`config.mk`:
```
export PLATFORM = sky130hd
export DESIGN_NAME = netinit_seq
export DESIGN_NICKNAME = d
export VERILOG_FILES = /design/src/rtl/netinit_seq.sv
export SDC_FILE = /design/constraint.sdc
export NUM_CORES = 1
export LEC_CHECK = 0
export BUFFER_PORTS_ARGS = -buffer_cell sky130_fd_sc_hd__buf_2
export CORE_UTILIZATION = 55
export CTS_BUF_LIST = sky130_fd_sc_hd__clkbuf_8
export DETAILED_ROUTE_END_ITERATION = 8
export GPL_TIMING_DRIVEN = 0
export PLACE_DENSITY = 0.78
export RECOVER_POWER = 100
export SLEW_MARGIN = 0
export SYNTH_ARGS = -nofsm -noshare
export SYNTH_HDL_FRONTEND = slang
export SYNTH_SLANG_ARGS = --single-unit
```
`constraint.sdc`:
```
create_clock -name clk -period 4.7 [get_ports clk]
set_clock_uncertainty 0.2 [all_clocks]
set_input_delay 0.705 -clock clk [delete_from_list [all_inputs] [get_ports clk]]
set_output_delay 0.705 -clock clk [all_outputs]
set_load 0.01 [all_outputs]
```
`src/rtl/netinit_seq.sv`:
```
module netinit_seq #(
  parameter int          AW       = 24,
  parameter int          DW       = 16,
  parameter logic [23:0] CFG_ADDR = 24'hFFFFF6,
  parameter int          STEP     = 2
) (
  input  logic          clk,
  input  logic          rst_n,
  output logic          mem_req,
  output logic          mem_we,
  output logic [AW-1:0] mem_addr,
  output logic [DW-1:0] mem_wdata,
  output logic          mem_narrow,
  input  logic          mem_gnt,
  input  logic          mem_done,
  input  logic [DW-1:0] mem_rdata,
  output logic          irq,
  input  logic          irq_ack,
  output logic          ready,
  output logic [AW-1:0] ctl_addr,
  output logic          narrow_mode
);

  localparam logic [AW-1:0] STEP_A = AW'(STEP);
  localparam int            HIW    = AW - DW;

  typedef enum logic [3:0] {
    ST_CFG_FLAGS, ST_CFG_PLO, ST_CFG_PHI,
    ST_IB_BUSY, ST_IB_OFF, ST_IB_BLO, ST_IB_BHI,
    ST_IB_CLR, ST_SIGNAL, ST_READY
  } state_t;

  state_t        state;
  logic          live;
  logic          issuing;
  logic          first;
  logic          narrow_q;
  logic [AW-1:0] iptr;
  logic [DW-1:0] offset_q;
  logic [DW-1:0] base_lo;
  logic [AW-1:0] ctl_q;

  wire bus_phase = (state <= ST_IB_CLR);

  assign mem_req     = live && issuing && bus_phase;
  assign mem_we      = (state == ST_IB_CLR);
  assign mem_wdata   = '0;
  assign mem_narrow  = narrow_q && !first;
  assign narrow_mode = narrow_q;
  assign irq         = (state == ST_SIGNAL);
  assign ready       = (state == ST_READY);
  assign ctl_addr    = ctl_q;

  always_comb begin
    case (state)
      ST_CFG_FLAGS: mem_addr = CFG_ADDR;
      ST_CFG_PLO:   mem_addr = CFG_ADDR + STEP_A;
      ST_CFG_PHI:   mem_addr = CFG_ADDR + 2 * STEP_A;
      ST_IB_OFF:    mem_addr = iptr + STEP_A;
      ST_IB_BLO:    mem_addr = iptr + 2 * STEP_A;
      ST_IB_BHI:    mem_addr = iptr + 3 * STEP_A;
      default:      mem_addr = iptr;
    endcase
  end

  always_ff @(posedge clk or negedge rst_n) begin
    if (!rst_n) begin
      state    <= ST_CFG_FLAGS;
      live     <= 1'b0;
      issuing  <= 1'b1;
      first    <= 1'b1;
      narrow_q <= 1'b0;
      iptr     <= '0;
      offset_q <= '0;
      base_lo  <= '0;
      ctl_q    <= '0;
    end else begin
      live <= 1'b1;
      if (bus_phase && live) begin
        if (issuing) begin
          if (mem_gnt) issuing <= 1'b0;
        end else if (mem_done) begin
          issuing <= 1'b1;
          first   <= 1'b0;
          case (state)
            ST_CFG_FLAGS: begin narrow_q <= mem_rdata[0]; state <= ST_CFG_PLO; end
            ST_CFG_PLO:   begin iptr[DW-1:0] <= mem_rdata; state <= ST_CFG_PHI; end
            ST_CFG_PHI:   begin iptr[AW-1:DW] <= mem_rdata[HIW-1:0]; state <= ST_IB_BUSY; end
            ST_IB_BUSY:   state <= ST_IB_OFF;
            ST_IB_OFF:    begin offset_q <= mem_rdata; state <= ST_IB_BLO; end
            ST_IB_BLO:    begin base_lo <= mem_rdata; state <= ST_IB_BHI; end
            ST_IB_BHI:    begin
              ctl_q <= {mem_rdata[HIW-1:0], base_lo} + {{HIW{1'b0}}, offset_q};
              state <= ST_IB_CLR;
            end
            default:      state <= ST_SIGNAL;
          endcase
        end
      end else if (state == ST_SIGNAL && irq_ack) begin
        state <= ST_READY;
      end
    end
  end

  assert_req_hold_R7: assert property (@(posedge clk) disable iff (!rst_n)
    (mem_req && !mem_gnt) |=> (mem_req && $stable(mem_addr)));

  assert_no_req_while_irq_R8: assert property (@(posedge clk) disable iff (!rst_n)
    irq |-> !mem_req);

  assert_irq_after_write_R8: assert property (@(posedge clk) disable iff (!rst_n)
    $rose(irq) |-> $past(mem_done && mem_we));

  assert_irq_held_R8: assert property (@(posedge clk) disable iff (!rst_n)
    (irq && !irq_ack) |=> irq);

  assert_ready_quiet_R9: assert property (@(posedge clk) disable iff (!rst_n)
    ready |-> (!mem_req && !irq));

  assert_ready_sticky_R9: assert property (@(posedge clk) disable iff (!rst_n)
    ready |=> ready);

endmodule

```
Word-level counts from Yosys, hierarchy flattened
Cells that the tools add are included.

Bits in registers: 88. Output and inout bits: 70.

Muxes and demuxes: 9. Equality and inequality tests: 11. $add $sub $neg: 4. Reduce and logical (&&, ||, !) cells: 16. Bitwise logic cells: 1. Order comparisons: 1.

Operators with widths (number): case mux 24 bit (6 select lines) (1); adder 24 x 3 -> 24 bit, second input constant (2); case mux 4 bit (7 select lines) (1); adder 24 x 16 -> 24 bit (1); adder 24 x 2 -> 24 bit, second input constant (1); AND reduction 4 bit (6); == test 4 x 3 -> 1 bit, second input constant (4); two-way mux 4 bit (4); == test 4 x 2 -> 1 bit, second input constant (2); == test 4 bit, second input constant (2); AND reduction 3 bit (2); logical AND 1 bit (5); == test 4 x 1 -> 1 bit, second input constant (1); <= comparator 4 x 3 -> 1 bit, second input constant (1); logical NOT 4 bit (1); inequality test 2 bit, second input constant (2); two-way mux 1 bit (3); nonzero test 2 bit (1); logical NOT 1 bit (1); inverter 1 bit (1).

Longest topological paths before layout
Gate-level depths: netlist of run 1.

Word-level depth: 5. Mapped depth: 11.

Least setup slack after synthesis of run 1
OpenSTA, ideal clock, no wires.

Path type: flip-flop to output port. From: register state[1]. To: output port mem_addr[19]. Cell stages (with the launch flop): 12. Arrival time: 2.683 ns. Slack: 1.112 ns. Path through: dfrtp_1 -> clkbuf_1 -> nand2b_1 -> nor2_1 -> inv_1 -> fa_1 -> or2_2 -> o22ai_4 -> nand4_1 -> or3_1 -> o21ai_1 -> a22o_1.

Word-level cells in the longest chain between the ends: 2. Elaborated cells between the ends (all ways): 7.

Ends and longest elaborated chain: from (decl) (RTL line 33) `state_t state;`; from (signal assigned) (RTL line 68) `state <= ST_CFG_FLAGS;`; from (signal assigned) (RTL line 86) `ST_CFG_FLAGS: begin narrow_q <= mem_rdata[0]; state <= ST_CFG_PLO; end`; from (signal assigned) (RTL line 87) `ST_CFG_PLO: begin iptr[DW-1:0] <= mem_rdata; state <= ST_CFG_PHI; end`; == test 4 x 3 -> 1 bit (tied with other cells) (RTL line 55) `case (state)`; case mux 24 bit (6 select lines) * (RTL line 55); to (decl) (RTL line 11) `output logic [AW-1:0] mem_addr,`.

Every way passes the cells marked *; elsewhere a longest branch is shown, timed or not.

Worst setup path in the final report of run 1
From: register state[3]. To: output port mem_addr[19].

The elaborated chain is that of the path after synthesis.

==> summary.txt, run 1 <==
Setup path
  • Startpoint class of the critical path: flop
  • Crit Path Max Fanout: 7
  • CP Data Arrival Time: roughly 3400 ps
  • Type of the worst setup path: flop to primary output
  • R2R depth: 7
  • R2r setup slk: 1390 ps
  • Worst reg2reg path startpoint: state[3]$_DFFE_PN0P_
  • WP data required: about 3800 ps
  • CP peak stage delay: between 400 and 500 ps
  • Critical path endpoint category: primary output
  • Capture point of the worst reg-to-reg path: iptr[12]$_DFFE_PN0P_
  • Slowest CP cell: fa_1
  • CP cell instances: nand2b_1 > nor2_1 > inv_1 > fa_1 > or2_2 > o22ai_4 > nand4_1 > or3_1 > o21ai_1 > a22o_1 > clkbuf_1

Synthesis
  • Number of synthesized flops with an enable pin: 0
  • Mapped Cells: 592
  • Warnings from Yosys: 0
  • Post-synth ARST share: 100%
  • Synth unique cells: 64
  • Seq cells post-synth: 88
  • Syn_area_per_cell: between 9 and 10 µm²
  • Synth Flop Type: dfrtp_1
  • Synthesized area: roughly 5500 µm²
  • Sequential area share after synthesis: about two fifths

CTS
  • Max Buffers Root-to-Sink: 2
  • Clock root buffer: clkbuf_8
  • Clk slew on worst S/H paths: 100 ps
  • CTS sink cnt: 88
  • Cts hold-fix bufs: 0
  • TritonCTS clock tree: built
  • Post-CTS sizing: 0
  • Post-CTS Setup Bufs: 0
  • Worst-Skew Late Latency: ~350 ps
  • Htree depth: 3
  • Cts bufs inserted: 9

Route
  • Final wirelength: between 10 and 15 mm
  • Post-DR vias/cell: slightly below 6
  • Router iterations before antenna repair: 5
  • Iteration-0 DRC Markers: ~280
  • WL per Instance: roughly 17 µm
  • Vias: 4849
  • Final ANT Viol Nets: 0
  • DRC viols: 0

Placement
  • Placer's final routability congestion estimate: between 0.9 and 1
  • Placed cell count: slightly above 800
  • Placed Area: slightly above 6000 µm²
  • HPWL after DPL: around 11 mm
  • IO Port Bufs: 72

GRT
  • Vias in the first global route: around 4600
  • Antenna violations before repair: 0
  • GRT Total Usage: roughly 29%
  • Grt met3 use: 4.38%
  • Total gr overflow: 0
  • Top Usage Layer GRT: met2
  • First-pass GRT wire length: 22.9 mm
  • M2 GR Usage: between 40% and 50%
  • Largest net degree at the start of global routing: 56
  • Met1 Use GR: approximately two fifths

Finish
  • Final Util: roughly 64%
  • Post-Layout Cell Count: roughly 830
  • Antenna cells: 0
  • Area of the multi-input gates: a little over 3000 µm²
  • Reg area: 2200 µm²
  • Layout cells sized above 1: about 16%
  • Design Area, Final: 6250 µm²
  • Layout net count: about 730
  • FILL cells: slightly below 900
  • Area Growth Syn to Fin: 13.3%

Timing
  • RSZ-0062 raised after global routing: false
  • Max-slew headroom: -17.1%
  • Setup TNS: 0 ps
  • F_max: about 230 MHz
  • Hold slack: 268 ps
  • Final hold vios: 0
  • Fin crit period: about 4300 ps
  • Fin crit share: 91.8%
  • Final count of pins violating max slew: 35
  • Tightest Pin Transition: approximately 1800 ps
  • Setup violators final: 0

Floorplanning
  • Initial Utilization: a little under three fifths
  • I/O pin cnt: between 90 and 100
  • Die area: 10400 µm²
  • Num rows: 36
  • Core ar.: between 9000 and 10000 µm²
  • Die X: slightly above 100 µm
  • Die Y: about 100 µm

Worst hold path
  • Hold Path Origin: mem_gnt
  • WHS Endpoint: issuing$_DFFE_PN1P_
  • Path type of the worst min-delay path: input port to flop
  • Hold depth: 2

Power
  • Pleak: approximately 2.7 nW
  • Pwr/cell area: approximately 570 nW/µm²
  • Worst IR Drop VDD: 314 µV

Job
  • Max-cap violations: 1

Run status
  • Failing checks: capacitance limit, slew limit
  • Status: finished with violations
-- power by group --
part           total (W)  switching (W)  internal, W
Combinational    0.00177        0.00106     0.000715
Sequential       0.00120       0.000195      0.00100
Clock           0.000596       0.000279     0.000317
-- how the worst max path moves through the flow --
| stage | startpoint | to | slack, ps | cells past startpoint |
|---|---|---|---|---|
| 2_1_floorplan | state[1]$_DFFE_PN0P_ | mem_addr[19] | 1110 | 11 |
| 3_3_place_gp | state[1]$_DFFE_PN0P_ | mem_addr[19] | 670 | 12 |
| 3_5_place_dp | state[1]$_DFFE_PN0P_ | mem_addr[19] | 660 | 12 |
| 4_1_cts | state[1]$_DFFE_PN0P_ | mem_addr[19] | 270 | 12 |
| 5_1_grt | state[1]$_DFFE_PN0P_ | mem_addr[19] | 60 | 11 |
| 6_report | state[3]$_DFFE_PN0P_ | mem_addr[19] | 380 | 11 |
-- logic make-up (layout without fill, tap and decap cells) --
| family | after synthesis | in the layout | synth area share (%) |
|---|---|---|---|
| adder cells (fa/ha/maj) | 20 | 20 | 4.81 |
| AO/OA/AOI/OAI | 164 | 164 | 18.6 |
| buffers and inverters | 59 | 147 | 5.21 |
| other | 2 | 17 | 0.136 |
| flip-flops | 88 | 88 | 39.9 |
| AND/OR/NAND/NOR | 173 | 173 | 15.1 |
| XOR/XNOR | 29 | 29 | 4.60 |
| multiplexers | 57 | 57 | 11.6 |
-- worst max-delay path: cells and delay by family, from the launching register on --
family / cells / cell delay (ps)
and+or+nand+nor: 5 / 1440
AOI/OAI and AO/OA: 3 / 520
adders and majority gates: 1 / 440
DFF: 1 / 420
buffers and inverters: 2 / 230
-- final cells by class --
type	count	share of cell area, %
plain buffers	47	3.82
flip-flops and latches	88	35.3
inverters	11	0.660
clock inverters	6	1.46
repair buffers	73	4.80
multi-input cells	460	49.1
clock buffers	10	2.20
well taps	133	2.66
-- registers in the layout (all words and copies together) (netlist names) --
register	flops
ctl_addr	24
iptr	24
base_lo	16
offset_q	16
state	4
first	1
issuing	1
live	1
narrow_mode	1
-- layout by cell type, fill, tap and decap left out, types with 8 or more instances in the layout --
cell	Yosys	final
nand4_1	8	8
nor2_1	37	40
ha_1	18	18
xnor2_1	13	13
inv_1	10	11
a21oi_1	42	42
mux2_1	10	10
buf_4	16	16
xor2_1	16	16
dfrtp_1	86	86
nor2b_1	8	8
nand2b_1	9	9
nand2_1	58	58
conb_1	2	17
buf_2	5	22
o21ai_0	56	57
clkbuf_8	0	10
clkbuf_1	26	80
mux2_2	45	45
nand3_1	13	13
nor3_1	11	11
-- metrics by stage --
step | total power [W] | setup WS, ps
2_1_floorplan | 0.00245 | 1110
3_3_place_gp | 0.00295 | 672
3_5_place_dp | 0.00301 | 665
4_1_cts | 0.00361 | 274
5_1_grt | 0.00384 | 60.6
6_report | 0.00357 | 384
-- metal layers --
metal	routed length, µm	vias up
met1	6570	2366
met4	121	0
met3	800	15
met5	0	-
li1	-	2296
met2	6840	172
-- cells in the mapped netlist, types with 3 or more instances --
master	count	area, µm²
nand4_1	8	50.1
inv_1	10	37.5
and3_1	5	31.3
o21ai_0	56	280
nor2b_1	8	50.1
a211oi_1	5	37.5
a221oi_1	3	26.3
nor3_1	11	55.1
clkbuf_1	26	97.6
o211ai_1	6	45.0
a31oi_1	5	31.3
a21oi_1	42	210
nand2_1	58	218
a21o_1	6	45.0
xnor2_1	13	114
dfrtp_1	86	2150
buf_4	16	120
ha_1	18	225
a22o_1	7	61.3
o22ai_1	3	18.8
o21bai_1	5	37.5
mux2_2	45	507
or2_2	5	31.3
buf_2	5	25.0
nand3_1	13	65.1
mux2_1	10	113
o22a_1	5	43.8
nor2_1	37	139
nor2_2	3	18.8
and4_1	3	26.3
nand2b_1	9	56.3
xor2_1	16	140
(Power assumes the default switching activity.)
==> run 2: changes to the inputs <==
--- a/config.mk
+++ b/config.mk
@@ -9,7 +9,6 @@
 export CORE_UTILIZATION = 55
 export CTS_BUF_LIST = sky130_fd_sc_hd__clkbuf_8
 export DETAILED_ROUTE_END_ITERATION = 8
-export GPL_TIMING_DRIVEN = 0
 export PLACE_DENSITY = 0.78
 export RECOVER_POWER = 100
 export SLEW_MARGIN = 0
==> run 2 against run 1 <==
  * The flow still finishes with violations (capacitance limit, slew limit)
  * Power is 2.8% lower
  * Fmax is 0.48% lower
  * Non-clock buffer count decreased by 43
  * Critical endpoint unchanged
  * Largest cell class unchanged
  * Highest routed layer unchanged
==> summary.txt, run 2 (synthesis results as in run 1) <==
Run status
  • Status: finished with violations
  • Failing checks: capacitance limit, slew limit

GRT
  • Total gr overflow: 0 (unchanged)
  • Vias in the first global route: 4365 (-5.6%)
  • GRT Total Usage: 26.4% (-2.3 points)
  • Largest net degree at the start of global routing: 89 (+59%)
  • Antenna violations before repair: 0 (unchanged)
  • First-pass GRT wire length: 21.3 mm (-6.9%)

Floorplanning
  • I/O pin cnt: 91 (unchanged)
  • Core ar.: 9730 µm² (unchanged)
  • Initial Utilization: 56.7% (unchanged)
  • Die X: 102 µm (unchanged)
  • Die Y: 102 µm (unchanged)
  • Die area: 10400 µm² (unchanged)
  • Num rows: 36 (unchanged)

Timing
  • Final count of pins violating max slew: 139 (+300%)
  • Setup violators final: 0 (unchanged)
  • Setup TNS: 0 ps (unchanged)
  • Tightest Pin Transition: 2160 ps (+400 ps)
  • Hold slack: 278 ps (+9.71 ps)
  • F_max: 231 MHz (-0.48%)
  • Fin crit period: 4340 ps (+20.8 ps)
  • RSZ-0062 raised after global routing: false
  • Final hold vios: 0 (unchanged)
  • Fin crit share: 92.3% (+0.44 points)
  • Max-slew headroom: -43.8% (-27 points)

Finish
  • Commonest non-fill, non-tap cell in the layout: dfrtp_1
  • Antenna cells: 0 (unchanged)
  • Area of the multi-input gates: 3080 µm² (+0.16%)
  • Reg area: 2200 µm² (unchanged)
  • Layout cells sized above 1: 14.4% (-1.1 points)
  • Area Growth Syn to Fin: 9.13%
  • Most frequent cells in the layout: dfrtp_1, nand2_1, o21ai_0
  • Layout net count: 688 (-5.9%)
  • FILL cells: 871 (+0.35%)

CTS
  • Worst-Skew Late Latency: 360 ps (about the same)
  • Cts bufs inserted: 9 (unchanged)
  • Clock root buffer: clkbuf_8
  • CTS sink cnt: 88 (unchanged)
  • TritonCTS clock tree: built
  • Post-CTS sizing: 0 (unchanged)
  • Max Buffers Root-to-Sink: 2 (unchanged)
  • Cts hold-fix bufs: 0 (unchanged)
  • Post-CTS Setup Bufs: 0 (unchanged)
  • Htree depth: 3 (unchanged)
  • Clk slew on worst S/H paths: 80 ps (-20 ps)

Setup path
  • Crit Path Max Fanout: 13 (+6)
  • Startpoint class of the critical path: flop
  • CP Data Arrival Time: 3430 ps (+20 ps)
  • Type of the worst setup path: flop to primary output
  • R2R depth: 6 (-1)
  • Critical path endpoint category: primary output
  • WP data required: 3800 ps (about the same)

Worst hold path
  • Path type of the worst min-delay path: input port to flop
  • Hold depth: 2 (unchanged)

Placement
  • Placer's final routability congestion estimate: 0.933 (+1.7%)
  • HPWL after DPL: 9.56 mm (-11%)
  • IO Port Bufs: 74 (+2.8%)

Route
  • Vias: 4675 (-3.6%)
  • Final wirelength: 13.2 mm (-7.7%)
  • Router iterations before antenna repair: 5 (unchanged)
  • Iteration-0 DRC Markers: 314 (+12%)
  • WL per Instance: 16.9 µm (-2.6%)
  • Final ANT Viol Nets: 0 (unchanged)
  • DRC viols: 0 (unchanged)
  • Post-DR vias/cell: 5.96 (+1.7%)

Job
  • Max-cap violations: 2 (+1)

Power
  • Pleak: 2.61 nW (-4.2%)
  • Pwr/cell area: 576 nW/µm² (+0.86%)
  • Power Total: 0.00347 W (-2.8%)
  • Worst IR Drop VDD: 323 µV (+2.7%)
run 2: cell types whose count changed in the layout (fill, tap and decap cells not counted), sizes merged:
cell      before  now
buf           39   24
clkinvlp       0    1
clkbuf        91   62
inv           12   14
clkinv         3    1
run 2: worst paths after layout:
| path | endpoint | startpoint | slack, ps |
|---|---|---|---|
| worst min register to register | ctl_addr[12]$_DFFE_PN0P_ | ctl_addr[12]$_DFFE_PN0P_ | 280 |
| worst min-delay path | issuing$_DFFE_PN1P_ | mem_gnt | 280 |
| worst max-delay path | mem_addr[19] | state[3]$_DFFE_PN0P_ | 360 |
| worst max register to register | iptr[8]$_DFFE_PN0P_ | state[3]$_DFFE_PN0P_ | 1240 |
| min in group asynchronous | ctl_addr[4]$_DFFE_PN0P_ | rst_n | 760 |
| max in group asynchronous | iptr[18]$_DFFE_PN0P_ | rst_n | 2260 |
run 2: report_power, final:
group | leakage, nW | switching (W) | internal (W)
logic | 1.36 | 0.000981 | 0.000693
clock network | 0.112 | 0.000271 | 0.000297
registers | 1.14 | 0.000223 | 0.00100
total | 2.61 | 0.00148 | 0.00199
run 2: area by class of cell:
cell class,instances,area share (%)
Multi-Input combinational cell,460,51.1
Clock buffer,9,2.06
Timing Repair Buffer,77,5.36
Inverter,11,0.685
Tap cell,133,2.76
Sequential cell,88,36.6
Clock inverter,7,1.47
run 2: critical path, stage by stage (launching register included):
cell      delay [ps]
dfrtp_1          510
nand2b_1         280
nor2_1           220
inv_1             80
fa_1             420
or2_2            380
o22ai_4          210
nand4_1          160
or3_1            390
o21ai_0          150
a22o_1           150
buf_2            120
run 2: per-layer routing:
metal	wire [µm]	global-route usage, %	vias up
met4	231	6.81	0
li1	-	-	2205
met3	856	5.40	24
met5	0	0	-
met2	6380	42.8	174
met1	5770	36.3	2272
run 2: metrics by stage:
step	std cells	cell area (µm²)	worst slack, ps	util [%]
global route	785	6020	120	61.9
CTS	785	6100	379	62.7
finish	785	6020	363	61.9
floorplan	607	5580	1110	-
detailed placement	769	5890	795	60.6
global placement	769	5890	843	60.6
